$ cat src/rtl/stby_pkg.sv
`timescale 1ns/1ps
package stby_pkg;

  localparam int CTRL_W   = 4;
  localparam int BIT_SLP  = 0;
  localparam int BIT_STP  = 1;
  localparam int BIT_TBTN = 2;
  localparam int BIT_PIN  = 3;

  typedef enum logic [2:0] {
    MODE_RUN    = 3'd0,
    MODE_PSLEEP = 3'd1,
    MODE_MSLEEP = 3'd2,
    MODE_TBT    = 3'd3,
    MODE_STOP   = 3'd4,
    MODE_WARM   = 3'd5
  } stbyMode_e;

  typedef struct packed {
    logic wrPin;
    logic latchReq;
    logic clrReq;
    logic loadCnt;
    logic decCnt;
  } dpStrobe_t;

endpackage

$ cat src/rtl/stby_datapath.sv
`timescale 1ns/1ps
module stby_datapath
  import stby_pkg::*;
#(
  parameter int CNT_W = 8
) (
  input  logic              clk,
  input  logic              rstN,
  input  dpStrobe_t         strobe,
  input  logic [CTRL_W-1:0] wrData,
  input  logic [CNT_W-1:0]  wakeWait,
  output logic [CTRL_W-1:0] rdData,
  output logic              pinSel,
  output logic              cntZero
);

  logic             sleepBit;
  logic             stopBit;
  logic             tbtBit;
  logic             pinBit;
  logic [CNT_W-1:0] cnt;

  always_ff @(posedge clk or negedge rstN) begin
    if (!rstN) begin
      sleepBit <= 1'b0;
      stopBit  <= 1'b0;
      tbtBit   <= 1'b1;
    end else if (strobe.clrReq) begin
      sleepBit <= 1'b0;
      stopBit  <= 1'b0;
      tbtBit   <= 1'b1;
    end else if (strobe.latchReq) begin
      sleepBit <= wrData[BIT_SLP];
      stopBit  <= wrData[BIT_STP];
      tbtBit   <= wrData[BIT_TBTN];
    end
  end

  always_ff @(posedge clk or negedge rstN) begin
    if (!rstN)              pinBit <= 1'b0;
    else if (strobe.wrPin)  pinBit <= wrData[BIT_PIN];
  end

  always_ff @(posedge clk or negedge rstN) begin
    if (!rstN)               cnt <= '0;
    else if (strobe.loadCnt) cnt <= wakeWait;
    else if (strobe.decCnt)  cnt <= cnt - 1'b1;
  end

  always_comb begin
    rdData            = '0;
    rdData[BIT_SLP]   = sleepBit;
    rdData[BIT_STP]   = stopBit;
    rdData[BIT_TBTN]  = tbtBit;
    rdData[BIT_PIN]   = pinBit;
  end

  assign pinSel  = pinBit;
  assign cntZero = (cnt == '0);

  // warm-up count steps down by one per cycle
  a_r9_count_down: assert property (@(posedge clk) disable iff (!rstN)
    strobe.decCnt |=> cnt == ($past(cnt) - 1'b1));

  // release leaves the request bits in their idle values
  a_r10_release_clears: assert property (@(posedge clk) disable iff (!rstN)
    strobe.clrReq |=> (tbtBit && !stopBit && !sleepBit));

endmodule

$ cat src/rtl/stby_control.sv
`timescale 1ns/1ps
module stby_control
  import stby_pkg::*;
(
  input  logic       clk,
  input  logic       rstN,
  input  logic       regWe,
  input  logic [2:0] reqBits,
  input  logic       clkSelMain,
  input  logic       irqPending,
  input  logic       cntZero,
  input  logic       pinSel,
  output stbyMode_e  curMode,
  output dpStrobe_t  strobe,
  output logic       oscEn,
  output logic       cpuClkEn,
  output logic       periClkEn,
  output logic       timerEn,
  output logic       pinHold,
  output logic       pinHiZ,
  output logic       periOutDis
);

  stbyMode_e nxtMode;
  logic      sleepLvl;
  logic      deepLvl;

  always_ff @(posedge clk or negedge rstN) begin
    if (!rstN) curMode <= MODE_RUN;
    else       curMode <= nxtMode;
  end

  always_comb begin
    nxtMode = curMode;
    strobe  = '0;
    case (curMode)
      MODE_RUN: begin
        if (regWe) begin
          strobe.wrPin = 1'b1;
          if (!irqPending) begin
            if (reqBits[BIT_STP])        nxtMode = MODE_STOP;
            else if (!reqBits[BIT_TBTN]) nxtMode = MODE_TBT;
            else if (reqBits[BIT_SLP])   nxtMode = clkSelMain ? MODE_MSLEEP : MODE_PSLEEP;
            strobe.latchReq = (nxtMode != MODE_RUN);
          end
        end
      end
      MODE_PSLEEP, MODE_MSLEEP, MODE_TBT: begin
        if (irqPending) begin
          nxtMode       = MODE_RUN;
          strobe.clrReq = 1'b1;
        end
      end
      MODE_STOP: begin
        if (irqPending) begin
          nxtMode        = MODE_WARM;
          strobe.clrReq  = 1'b1;
          strobe.loadCnt = 1'b1;
        end
      end
      MODE_WARM: begin
        if (cntZero) nxtMode = MODE_RUN;
        else         strobe.decCnt = 1'b1;
      end
      default: nxtMode = MODE_RUN;
    endcase
  end

  assign sleepLvl   = (curMode == MODE_PSLEEP) || (curMode == MODE_MSLEEP);
  assign deepLvl    = (curMode == MODE_TBT) || (curMode == MODE_STOP) || (curMode == MODE_WARM);
  assign oscEn      = (curMode != MODE_STOP);
  assign cpuClkEn   = (curMode == MODE_RUN);
  assign periClkEn  = (curMode == MODE_RUN) || sleepLvl;
  assign timerEn    = (curMode == MODE_RUN) || sleepLvl || (curMode == MODE_TBT);
  assign pinHiZ     = deepLvl && pinSel;
  assign pinHold    = sleepLvl || (deepLvl && !pinSel);
  assign periOutDis = pinHiZ;

  // hold and high impedance are never requested together
  a_r6_pin_exclusive: assert property (@(posedge clk) disable iff (!rstN)
    !(pinHold && pinHiZ));

  // a stop request wins over every other request
  a_r7_stop_wins: assert property (@(posedge clk) disable iff (!rstN)
    (curMode == MODE_RUN && regWe && !irqPending && reqBits[BIT_STP]) |=> curMode == MODE_STOP);

  // interrupt in a sleep level or timer mode returns to run
  a_r8_wake_to_run: assert property (@(posedge clk) disable iff (!rstN)
    ((sleepLvl || curMode == MODE_TBT) && irqPending) |=> (curMode == MODE_RUN && cpuClkEn));

  // interrupt in stop goes through warm-up
  a_r9_stop_to_warm: assert property (@(posedge clk) disable iff (!rstN)
    (curMode == MODE_STOP && irqPending) |=> (curMode == MODE_WARM && oscEn && !cpuClkEn));

  // pending interrupt cancels any entry
  a_r11_cancel: assert property (@(posedge clk) disable iff (!rstN)
    (curMode == MODE_RUN && irqPending) |=> curMode == MODE_RUN);

  // a standby level is not left on a write
  a_r13_write_ignored: assert property (@(posedge clk) disable iff (!rstN)
    (curMode != MODE_RUN && curMode != MODE_WARM && !irqPending) |=> $stable(curMode));

endmodule

$ cat src/rtl/standby_ctrl.sv
`timescale 1ns/1ps
module standby_ctrl
  import stby_pkg::*;
#(
  parameter int CNT_W = 8
) (
  input  logic             clk,
  input  logic             rstN,
  input  logic             regWe,
  input  logic [3:0]       regWdata,
  input  logic             clkSelMain,
  input  logic             irqPending,
  input  logic [CNT_W-1:0] wakeWait,
  output logic [3:0]       regRdata,
  output logic [2:0]       stbyMode,
  output logic             oscEn,
  output logic             cpuClkEn,
  output logic             periClkEn,
  output logic             timerEn,
  output logic             pinHold,
  output logic             pinHiZ,
  output logic             periOutDis
);

  dpStrobe_t strobe;
  stbyMode_e curMode;
  logic      cntZero;
  logic      pinSel;

  stby_control u_ctrl (
    .clk        (clk),
    .rstN       (rstN),
    .regWe      (regWe),
    .reqBits    (regWdata[2:0]),
    .clkSelMain (clkSelMain),
    .irqPending (irqPending),
    .cntZero    (cntZero),
    .pinSel     (pinSel),
    .curMode    (curMode),
    .strobe     (strobe),
    .oscEn      (oscEn),
    .cpuClkEn   (cpuClkEn),
    .periClkEn  (periClkEn),
    .timerEn    (timerEn),
    .pinHold    (pinHold),
    .pinHiZ     (pinHiZ),
    .periOutDis (periOutDis)
  );

  stby_datapath #(.CNT_W(CNT_W)) u_dp (
    .clk      (clk),
    .rstN     (rstN),
    .strobe   (strobe),
    .wrData   (regWdata),
    .wakeWait (wakeWait),
    .rdData   (regRdata),
    .pinSel   (pinSel),
    .cntZero  (cntZero)
  );

  assign stbyMode = curMode;

endmodule

$ cat config.mk
export PLATFORM = sky130hd
export DESIGN_NAME = standby_ctrl
export DESIGN_NICKNAME = d
export VERILOG_FILES = /design/src/rtl/stby_pkg.sv /design/src/rtl/stby_datapath.sv /design/src/rtl/stby_control.sv /design/src/rtl/standby_ctrl.sv
export SDC_FILE = /design/constraint.sdc
export NUM_CORES = 1
export LEC_CHECK = 0
export BUFFER_PORTS_ARGS = -buffer_cell sky130_fd_sc_hd__buf_2
export CORE_MARGIN = 2
export CORE_UTILIZATION = 45
export DETAILED_ROUTE_END_ITERATION = 16
export PLACE_DENSITY_LB_ADDON = 0.08
export SYNTH_ARGS = -nofsm -noshare
export SYNTH_HDL_FRONTEND = slang
export SYNTH_SLANG_ARGS = --single-unit
$ cat constraint.sdc
create_clock -name clk -period 2.3 [get_ports clk]
set_clock_uncertainty 0.2 [all_clocks]
set_input_delay 0.46 -clock clk [delete_from_list [all_inputs] [get_ports clk]]
set_output_delay 0.46 -clock clk [all_outputs]
set_load 0.005 [all_outputs]
# Yosys cells after proc, flatten, opt, wreduce, memory -nomap -nowiden
# Index checks and enable logic that the tools add are counted.
[word_totals] rom_bits=0 output_inout_bits=14 latch_bits=0 ram_bits=0 inputBits=17 elab_cells=64 n_memories=0 regBits=15
[op_classes] add_sub_neg=1 order_cmp=0 bitwise_logic=0 n_eq_ne=11 n_mul=0 shifts=0 n_div=0 n_reduce_logical=16 mux=30
[op_table] cell="$mux W3" n=11
[op_table] cell="$mux W8" n=2
[op_table] cell="$pmux W3 S4" n=1
[op_table] cell="$mux W1" n=11
[op_table] cell="$ne A2 B2 Y1 const B" n=5
[op_table] cell="$logic_not A8 Y1" n=1
[op_table] cell="$mux W2" n=4
[op_table] cell="$sub A8 B1 Y8 const B" n=1
[op_table] cell="$eq A3 B2 Y1 const B" n=2
[op_table] cell="$eq A3 B3 Y1 const B" n=2
[op_table] cell="$logic_or A1 B1 Y1" n=6
[op_table] cell="$reduce_and A5 Y1" n=1
[op_table] cell="$reduce_bool A2 Y1" n=2
[op_table] cell="$eq A3 B1 Y1 const B" n=1
[op_table] cell="$logic_not A3 Y1" n=1
[op_table] cell="$ne A3 B3 Y1 const B" n=1
[op_table] cell="$reduce_bool A3 Y1" n=1
[op_table] cell="$reduce_or A3 Y1" n=1
[op_table] cell="$logic_and A1 B1 Y1" n=2
[op_table] cell="$pmux W1 S2" n=1
[op_table] cell="$logic_not A1 Y1" n=1

# Logic depth before layout (Yosys ltp)
# Gate-level depths: netlist (run 1).
[depth] depth_word=13 mapped_depth=7 mapped_depth_nobuf=7

# Modules after synthesis
# From an unflattened synthesis (run 1), not the netlist that was laid out.
[unflattened] cells_unflattened=112 area_unflattened_um2=1044.8
[by_module_without_submodules] mod="stby_datapath" seq_area_each_um2=301.5 cells_per_inst=66 n_inst=1 area_per_inst_um2=671.9
[by_module_without_submodules] mod="stby_control" seq_area_each_um2=75.1 cells_per_inst=46 n_inst=1 area_per_inst_um2=372.9

# Worst setup path before layout (run 1)
# No wires, ideal clock.
[synth_timing] path_type="reg-to-reg" start="reg u_dp.cnt[0]" end="reg u_dp.cnt[7]" setup_slack_ns=0.504 setup_time_ns=0.128 path_stages_with_launch=8 arrival_ns=1.468 required_time_ns=1.972 n_path_buf=0 synth_period_minus_slack_ns=1.796 path_cell_list="dfrtp_1 inv_1 ha_1 or3b_2 nand4_1 nor2_1 xnor2_1 o21ai_0"
[synth_via] elab_chain_len=4 word_cells_on_any_way=7 cone_classes="add/sub: 1; mux: 4; reduce/logical: 2"
[synth_lines] element="from (decl)" line="stby_datapath.sv:21" rtl="logic [CNT_W-1:0] cnt;"
[synth_lines] element="from (signal assigned)" line="stby_datapath.sv:46" rtl="else if (strobe.loadCnt) cnt <= wakeWait;"
[synth_lines] element="from (signal assigned)" line="stby_datapath.sv:47" rtl="else if (strobe.decCnt) cnt <= cnt - 1'b1;"
[synth_lines] element="parallel branches: the longest is 4 deep, another holds $sub A8 B1 Y8"
# Parallel ways; which one is timed is not known. The select of a mux whose other input is x is not followed.
# A chain may end at the register's enable or synchronous reset.

# Worst setup path after layout (run 1)
[layout_timing] start="reg u_ctrl.curMode[0]" end="out pinHold"
[layout_via] elab_chain_len=5 word_cells_on_any_way=10 cone_classes="eq/ne: 5; reduce/logical: 5"
[layout_lines] element="from (decl)" line="stby_control.sv:13" rtl="output stbyMode_e curMode,"
[layout_lines] element="from (signal assigned)" line="stby_control.sv:30" rtl="else curMode <= nxtMode;"
[layout_lines] element="$eq A3 B2 Y1 or $eq A3 B3 Y1 (tied branches)" line="stby_control.sv:70" rtl="assign deepLvl = (curMode == MODE_TBT) || (curMode == MODE_STOP) || (curMode == MODE_WARM);"
[layout_lines] element="$logic_or A1 B1 Y1 (2 in a row)" line="stby_control.sv:70"
[layout_lines] element="$logic_and A1 B1 Y1" line="stby_control.sv:76" rtl="assign pinHold = sleepLvl || (deepLvl && !pinSel);"
[layout_lines] element="$logic_or A1 B1 Y1 (*)" line="stby_control.sv:76"
[layout_lines] element="to (decl)" line="standby_ctrl.sv:20" rtl="output logic pinHold,"
# Every way passes the cells marked *; elsewhere a longest branch is shown, timed or not.

==> results of run 1 <==
final timing paths:
| kind | startpoint | to |
|---|---|---|
| worst min-delay path | wakeWait[3] | u_dp.cnt[3] |
| worst max-delay path | u_ctrl.curMode[0] | pinHold |
| max in group asynchronous | rstN | u_dp.tbtBit |
| worst max register to register | u_dp.cnt[0] | u_dp.cnt[7] |
| worst min register to register | u_dp.stopBit | u_dp.stopBit |
| min in group asynchronous | rstN | u_dp.cnt[3] |
per-layer routing:
layer	wire, um	up-vias	part of all wire
met4	16	0	0.0075
met1	1099	404	0.51
met5	0	-	0
met3	106	2	0.050
met2	911	21	0.43
li1	-	441	-
metrics by stage:
step,hold slack (ps),std cells
4_1_cts,165.6,165
5_1_grt,178.3,165
3_5_place_dp,189.0,160
2_1_floorplan,-35.59,110
3_3_place_gp,186.7,160
6_report,170.9,165
power by group:
part | switching (mW) | internal (mW) | total [mW]
clock | 0.0872 | 0.0674 | 0.155
sequential | 0.174 | 0.393 | 0.568
combinational | 0.339 | 0.354 | 0.693
total | 0.601 | 0.815 | 1.42
cells in the mapped netlist (2+ instances only):
| cell type | count |
|---|---|
| dfrtp_1 | 14 |
| nor2_1 | 13 |
| nand2_1 | 11 |
| o21ai_0 | 7 |
| buf_4 | 6 |
| inv_1 | 5 |
| a21oi_1 | 4 |
| xnor2_1 | 3 |
| a211oi_1 | 2 |
| a22o_1 | 2 |
| a311oi_1 | 2 |
| a31oi_4 | 2 |
| and2_1 | 2 |
| buf_2 | 2 |
| buf_6 | 2 |
| ha_1 | 2 |
| mux2i_1 | 2 |
| nand3_1 | 2 |
| nand3b_1 | 2 |
| nand4_1 | 2 |
| nor2b_1 | 2 |
| nor3_1 | 2 |
| nor4_1 | 2 |
state kept, by name, indices dropped and copies added (netlist names):
signal / flops
u_dp.cnt: 8
u_ctrl.curMode: 3
u_dp.pinSel: 1
u_dp.sleepBit: 1
u_dp.stopBit: 1
u_dp.tbtBit: 1
final cells by class:
type,instances,area [um2]
fill,211,996.0
multi-input combinational,80,539.3
sequential,15,379.1
timing repair buffer,33,175.2
tap,28,35.03
clock buffer,4,26.28
inverter,5,18.77
critical path, cell delays in order, from the launching register on:
cell and delay [ps]:
dfrtp_1 570, nor3_2 90, buf_4 160, a311oi_1 230, buf_2 150
cell families after synthesis:
family,count (synthesis),share of synthesized area
DFF,15,0.3721
xor gates and xnor gates,4,0.03462
adders and majority gates,2,0.02472
and+or+nand+nor,46,0.2497
muxes,3,0.03090
AOI/OAI and AO/OA,25,0.1928
buffers and inverters,15,0.09518
repair_timing:
item | 4_1_cts | 5_1_grt
endpoints found under the hold margin | 14 | 0
hold buffers | 1 | 0
setup endpoints to repair | 0 | 1
resized for setup | 0 | 2
cell usage in the layout (no fill, tap or decap), types with 3 or more instances in the layout:
cell,instances
o21ai_0,7
dfrtp_1,12
xnor2_1,3
nor2_1,13
inv_1,5
a21oi_1,4
clkbuf_4,3
nand2_1,11
buf_2,30
==> results.sh, run 1 <==
export IMPL_status="complete, no violations"
export IMPL_gr_total_overflow=0
export IMPL_yosysWarningCount=0
export IMPL_rr_worst_depth=7
export IMPL_drtIter0Drc=23
export IMPL_critical_path_arrival_ps=1490
export IMPL_grt_busiest_layer="met1"
export IMPL_insertion_delay_ps=280
export IMPL_async_flop_share=1.000
export IMPL_die_w_um=51.43
export IMPL_worst_pin_slew_ps=404.8
export IMPL_ys_seq_area_frac=0.3721
export IMPL_rows=17
export IMPL_hold_depth=3
export IMPL_hold_path_class="in -> reg"
export IMPL_cts_root_buf="clkbuf_4"
export IMPL_placed_area_um2=1135
export IMPL_syn_avg_cell_area_um2=9.202
export IMPL_initial_core_util=0.4666
export IMPL_dieHeight_um=51.43
export IMPL_yosys_area_top_type="dfrtp_1"
export IMPL_setup_ws_ps=152.2
export IMPL_place_ws_ps=353.6
export IMPL_r2r_slack_ps=350
export IMPL_synth_top_area_frac=0.3461
export IMPL_htreeDepth=1
export IMPL_grtUsageTotal=0.1774
export IMPL_max_slew_margin=0.7273
export IMPL_slew_violations=0
export IMPL_drive_gt1_frac=0.3285
export IMPL_io_pins=31
export IMPL_ir_worst_vdd_v=0.0005629
export IMPL_clockBufferDepth=2
export IMPL_ys_ff_latch=15
export IMPL_maxCapViolations=0
export IMPL_synth_edf_count=0
export IMPL_ys_top_cells_by_area="dfrtp_1 (35%), nor2_1 (4.8%), buf_4 (4.4%)"
export IMPL_start_kind="flip-flop"
export IMPL_grt_max_degree=16
export IMPL_antenna_found_initial=0
export IMPL_routed_wl_um=2134
export IMPL_ant_nets=0
export IMPL_synth_cell_types=40
export IMPL_syn_inst=110
export IMPL_power_leakage_nw=0.5230
export IMPL_final_core_util=0.5409
export IMPL_grt_pass1_vias=743
export IMPL_synth_nets=129
export IMPL_core_area_um2=2170
export IMPL_fin_area_um2=1174
export IMPL_hpwl_um=1615
export IMPL_ys_flop_type="dfrtp_1"
export IMPL_period_needed_ps=2148
export IMPL_vias_per_cell=5.261
export IMPL_grt_use_met2=0.2521
export IMPL_finalSetupViolCount=0
export IMPL_cts_made_buffers=3
export IMPL_area_growth_pct=15.95
export IMPL_synthesis_area_um2=1012
export IMPL_port_buffers=30
export IMPL_post_cts_buffers=0
export IMPL_period_share=0.9338
export IMPL_end_kind="output port"
export IMPL_hold_violations=0
export IMPL_avgRoutedWirePerCell_um=12.93
export IMPL_fin_nets=157
export IMPL_grt_pass1_wl_um=3422
export IMPL_fmax_ghz=0.4656
export IMPL_rsz0062_at_grt="no"
export IMPL_pwr_density_cell_nw_per_um2=1206
export IMPL_crit_type="reg -> out"
export IMPL_setup_tns_ps=0
export IMPL_grt_met1_usage=0.2578
export IMPL_die_area_um2=2645
export IMPL_place_congestion=0.8862
export IMPL_n_antenna_cell=0
export IMPL_tritoncts="yes"
export IMPL_p_total_mw=1.415
export IMPL_grt_util_met3=0.06140
export IMPL_first_pass_iters=4
export IMPL_vias=868
export IMPL_clkTransAtPathRegs_ps=90
export IMPL_drc=0
export IMPL_cp_max_fo=12
export IMPL_cp_required_ps=1640
export IMPL_clock_sinks=15
Note: power is estimated with default switching activity, not from simulation.
==> run 2, diff against run 1 <==
CELL_PAD_IN_SITES_DETAIL_PLACEMENT = 1   (was unset)
CELL_PAD_IN_SITES_GLOBAL_PLACEMENT = 1   (was unset)
CORE_UTILIZATION = 37   (was 45)
==> run 2 against run 1 <==
- via count rose by 4.1%
- register-to-register slack improved by 20 ps
- core utilization fell by 8.2 points
- final area fell by 0.53%
- first-iteration DRC count fell by 61%
- combinational power barely moved
- global-route usage fell by 1.0 points
- critical endpoint unchanged
- largest cell class unchanged
==> results.sh, run 2 (synthesis gave the netlist of run 1 again) <==
export IMPL_r2r_slack_ps=370
export IMPL_ir_worst_vdd_v=0.0005541
export IMPL_insertion_delay_ps=280
export IMPL_critical_path_slowest_cell="dfrtp_1"
export IMPL_timing_rr_start="u_dp.cnt[0]"
export IMPL_placed_area_um2=1130
export IMPL_n_fill_cell=317
export IMPL_gr_total_overflow=0
export IMPL_seqPwrFrac=0.402
export IMPL_holdCritStartpoint="wakeWait[0]"
export IMPL_finalSetupViolCount=0
export IMPL_core_area_um2=2545
export IMPL_rr_worst_depth=7
export IMPL_vias=904
export IMPL_grtUsageTotal=0.1672
export IMPL_path_delay_family="flip-flops"
export IMPL_rsz0062_at_grt="no"
export IMPL_rows=18
export IMPL_sw_frac_of_total=0.4358
export IMPL_cp_max_fo=12
export IMPL_reg2reg_to="u_dp.cnt[7]"
export IMPL_p_clk_frac=0.106
export IMPL_cp_required_ps=1640
export IMPL_max_slew_margin=0.7218
export IMPL_initial_core_util=0.3977
export IMPL_clockBufferDepth=2
export IMPL_cts_root_buf="clkbuf_4"
export IMPL_vias_per_cell=5.446
export IMPL_end_kind="output port"
export IMPL_fmax_ghz=0.4751
export IMPL_drtIter0Drc=9
export IMPL_fin_area_um2=1167
export IMPL_slew_violations=0
export IMPL_n_antenna_cell=0
export IMPL_ant_nets=0
export IMPL_setup_tns_ps=0
export IMPL_io_pins=31
export IMPL_hold_depth=3
export IMPL_grt_met1_usage=0.1909
export IMPL_top_regs="u_dp.cnt (8), u_ctrl.curMode (3)"
export IMPL_critical_path_arrival_ps=1440
export IMPL_dieHeight_um=56.31
export IMPL_holdWs_ps=181.6
export IMPL_crit_chain="nor3_2 > a311oi_1 > buf_2"
export IMPL_place_congestion=0.7710
export IMPL_hold_path_class="in -> reg"
export IMPL_pwr_density_cell_nw_per_um2=1212
export IMPL_routed_wl_um=2431
export IMPL_internal_power_mw=0.7981
export IMPL_period_share=0.9152
export IMPL_clkTransAtPathRegs_ps=90
export IMPL_tritoncts="yes"
export IMPL_grt_util_met3=0.03456
export IMPL_share_comb_of_total_power=0.492
export IMPL_fin_nets=156
export IMPL_htreeDepth=1
export IMPL_cp_num_buf_inv=1
export IMPL_grt_use_met2=0.3092
export IMPL_grt_busiest_layer="met2"
export IMPL_power_leakage_nw=0.5197
export IMPL_grt_pass1_wl_um=4146
export IMPL_maxCapViolations=0
export IMPL_status="complete, no violations"
export IMPL_die_area_um2=3170
export IMPL_avgRoutedWirePerCell_um=14.64
export IMPL_start_kind="flip-flop"
export IMPL_grt_pass1_vias=916
export IMPL_p_sw_mw=0.6165
export IMPL_first_pass_iters=4
export IMPL_hpwl_um=1891
export IMPL_worst_pin_slew_ps=413.0
export IMPL_whs_endpoint="u_dp.cnt[0]"
export IMPL_largest_register_ffs=8
export IMPL_cts_made_buffers=3
export IMPL_final_core_util=0.4587
export IMPL_grt_max_degree=19
export IMPL_layout_commonest_cell="buf_2"
export IMPL_critPathMaxStageDelay_ps=570
export IMPL_period_needed_ps=2105
export IMPL_crit_type="reg -> out"
export IMPL_antenna_found_initial=0
export IMPL_port_buffers=30
export IMPL_hold_violations=0
export IMPL_area_growth_pct=15.33
export IMPL_clock_sinks=15
export IMPL_top_register="u_dp.cnt"
export IMPL_die_w_um=56.31
export IMPL_drive_gt1_frac=0.3162
export IMPL_mostFrequentLayoutCells="buf_2 (30), nor2_1 (13), dfrtp_1 (13)"
export IMPL_drc=0
run 2: what timing repair did:
item                       CTS  global route
setup endpoints to repair    0             1
gates resized for setup      0             1
hold endpoints to repair    14             0
hold buffers                 1             0
setup buffers                0             0
run 2: cell type report:
cell class	instances	area (um2)	share of cell area
clock buffers	4	26.28	0.02251
inverters	5	18.77	0.01608
multi-input cells	80	539.3	0.4620
flip-flops and latches	15	377.9	0.3237
well taps	30	37.54	0.03215
repair buffers	32	167.7	0.1436
run 2: power groups by stage:
stage | sequential (mW) | combinational, mW | clock, mW
after global routing | 0.596 | 0.783 | 0.172
final | 0.569 | 0.696 | 0.150
after detailed placement | 0.574 | 0.702 | 0
after floorplan | 0.507 | 0.589 | 0
after CTS | 0.569 | 0.709 | 0.158
after global placement | 0.558 | 0.684 | 0
run 2: worst min-delay path: stages:
cell and delay, ps:
buf_2 70, nand2_1 30, o21ai_0 60
run 2: stage by stage:
step                      std cells  setup slack [ps]  power, mW
after floorplan                 110             503.9      1.095
after global placement          161             398.2      1.242
after detailed placement        161             377.4      1.277
after CTS                       166             89.95      1.436
after global routing            166             32.45      1.551
final                           166             195.2      1.415
run 2: worst max-delay path by stage:
stage / start / end / cells past startpoint / slack [ps]
2_1_floorplan: u_dp.cnt[0] / u_dp.cnt[7] / 7 / 500
3_3_place_gp: u_dp.cnt[0] / u_dp.cnt[7] / 7 / 400
3_5_place_dp: u_dp.cnt[0] / u_dp.cnt[7] / 7 / 380
4_1_cts: u_ctrl.curMode[1] / pinHold / 3 / 90
5_1_grt: u_ctrl.curMode[2] / pinHold / 4 / 30
6_report: u_ctrl.curMode[0] / pinHold / 3 / 200
run 2: metal layers:
metal / share of wire / up-vias
met3: 0.040 / 2
met5: 0 / -
met1: 0.43 / 445
met2: 0.52 / 20
met4: 0.0074 / 0
li1: - / 437
==> run 3, diff against run 2 <==
CORE_UTILIZATION = 29   (was 37)
SLEW_MARGIN = 20   (was unset)
==> run 3 against run 2 <==
- highest routed layer unchanged
- critical endpoint unchanged
- largest cell class unchanged
- hold slack got worse by 11 ps
- critical path type unchanged
- core utilization is 9.9 points lower
- routed wire length decreased by 0.62%
==> results.sh, run 3 (synthesis gave the netlist of run 1 again) <==
export IMPL_routed_wl_um=2416
export IMPL_setup_tns_ps=0
export IMPL_grt_max_degree=19
export IMPL_cp_max_fo=15
export IMPL_largest_register_ffs=8
export IMPL_slew_violations=0
export IMPL_max_slew_margin=0.6989
export IMPL_finalSetupViolCount=0
export IMPL_top_register="u_dp.cnt"
export IMPL_cts_made_buffers=3
export IMPL_clock_sinks=15
export IMPL_ant_nets=0
export IMPL_holdWs_ps=170.2
export IMPL_fmax_ghz=0.4834
export IMPL_critical_path_slowest_cell="dfrtp_2"
export IMPL_die_w_um=63.08
export IMPL_hold_violations=0
export IMPL_whs_endpoint="u_dp.cnt[3]"
export IMPL_power_leakage_nw=0.5244
export IMPL_fin_nets=157
export IMPL_clkTransAtPathRegs_ps=100
export IMPL_period_needed_ps=2069
export IMPL_maxCapViolations=0
export IMPL_end_kind="output port"
export IMPL_post_cts_buffers=0
export IMPL_vias=900
export IMPL_start_kind="flip-flop"
export IMPL_cts_root_buf="clkbuf_4"
export IMPL_critical_path_arrival_ps=1410
export IMPL_pwr_density_cell_nw_per_um2=1194
export IMPL_reg2reg_to="u_dp.cnt[7]"
export IMPL_status="complete, no violations"
export IMPL_n_fill_cell=416
export IMPL_rsz0062_at_grt="no"
export IMPL_htreeDepth=1
export IMPL_n_antenna_cell=0
export IMPL_initial_core_util=0.3033
export IMPL_clockBufferDepth=2
export IMPL_gr_total_overflow=0
export IMPL_grtUsageTotal=0.1350
export IMPL_timing_rr_start="u_dp.cnt[0]"
export IMPL_critPathMaxStageDelay_ps=520
export IMPL_drive_gt1_frac=0.3431
export IMPL_top_regs="u_dp.cnt (8), u_ctrl.curMode (3)"
export IMPL_core_area_um2=3337
export IMPL_drc=0
export IMPL_cp_required_ps=1640
export IMPL_first_pass_iters=4
export IMPL_avgRoutedWirePerCell_um=13.20
export IMPL_rr_worst_depth=7
export IMPL_mostFrequentLayoutCells="buf_2 (30), nor2_1 (13), nand2_1 (11), dfrtp_1 (11), o21ai_0 (7)"
export IMPL_hold_path_class="in -> reg"
export IMPL_final_core_util=0.3592
export IMPL_hold_depth=3
export IMPL_area_growth_pct=18.42
export IMPL_die_area_um2=3979
export IMPL_fin_area_um2=1199
export IMPL_insertion_delay_ps=280
export IMPL_r2r_slack_ps=330
export IMPL_grt_pass1_wl_um=4298
export IMPL_crit_chain="nor3_2 > buf_4 > a311oi_1 > buf_2"
export IMPL_placed_area_um2=1157
export IMPL_hpwl_um=1881
export IMPL_antenna_found_initial=0
export IMPL_vias_per_cell=4.918
export IMPL_dieHeight_um=63.08
export IMPL_worst_pin_slew_ps=446.9
export IMPL_rows=21
export IMPL_port_buffers=30
export IMPL_place_congestion=0.7812
export IMPL_ir_worst_vdd_v=0.0003111
export IMPL_period_share=0.8994
export IMPL_crit_type="reg -> out"
export IMPL_grt_pass1_vias=939
export IMPL_tritoncts="yes"
export IMPL_multi_input_area_um2=539.3
export IMPL_seq_area_um2=380.4
export IMPL_drtIter0Drc=26
export IMPL_startpoint="u_ctrl.curMode[1]"
export IMPL_io_pins=31
export IMPL_layout_commonest_cell="buf_2"
export IMPL_holdCritStartpoint="wakeWait[3]"
run 3: cell types whose count changed in the layout (fill, tap and decap cells not counted), sizes merged:
cell	change
buf	+1
clkbuf	-1
clkinv	+1
run 3: final cells by class:
class / count / share of cell area
Multi-Input combinational cell: 80 / 0.4499
Sequential cell: 15 / 0.3173
Timing Repair Buffer: 33 / 0.1461
Tap cell: 46 / 0.04802
Clock buffer: 3 / 0.01879
Inverter: 5 / 0.01566
Clock inverter: 1 / 0.004175
run 3: worst max path at each step:
stage | slack (ps) | to
floorplan | 500 | u_dp.cnt[7]
global placement | 380 | u_dp.cnt[7]
detailed placement | 350 | u_dp.cnt[7]
CTS | 70 | pinHold
global route | 60 | pinHold
finish | 230 | pinHold
run 3: per-layer routing:
| layer | wire, um | GRT usage | vias up | part of all wire |
|---|---|---|---|---|
| met2 | 1253 | 0.2394 | 19 | 0.52 |
| met3 | 91 | 0.02143 | 4 | 0.038 |
| met4 | 30 | 0.06389 | 0 | 0.012 |
| met1 | 1041 | 0.1579 | 436 | 0.43 |
| li1 | - | - | 441 | - |
| met5 | 0 | 0 | - | 0 |
run 3: worst max-delay path, delay by kind of cell (launching register included):
kind                   cells  cell delay, ps
AOI/OAI and AO/OA          1             230
buffers and inverters      2             300
DFF                        1             520
and+or+nand+nor            1              70
run 3: where the power goes:
| part | leakage, nW | internal [mW] | total, mW | switching [mW] |
|---|---|---|---|---|
| clock | 0.0177 | 0.0646 | 0.153 | 0.0889 |
| combinational | 0.327 | 0.356 | 0.706 | 0.350 |
| sequential | 0.179 | 0.395 | 0.572 | 0.177 |
run 3: what timing repair did:
action	CTS	global route
hold buffers	1	0
setup endpoints to repair	0	1
gates resized for setup	0	3
hold endpoints to repair	14	0
run 3: through the flow:
stage	total power, mW	instances	setup WS (ps)
after floorplan	1.095	110	503.9
after global placement	1.275	178	376.9
after detailed placement	1.288	178	345.5
after CTS	1.453	183	74.36
after global routing	1.577	183	62.70
final	1.431	183	231.4
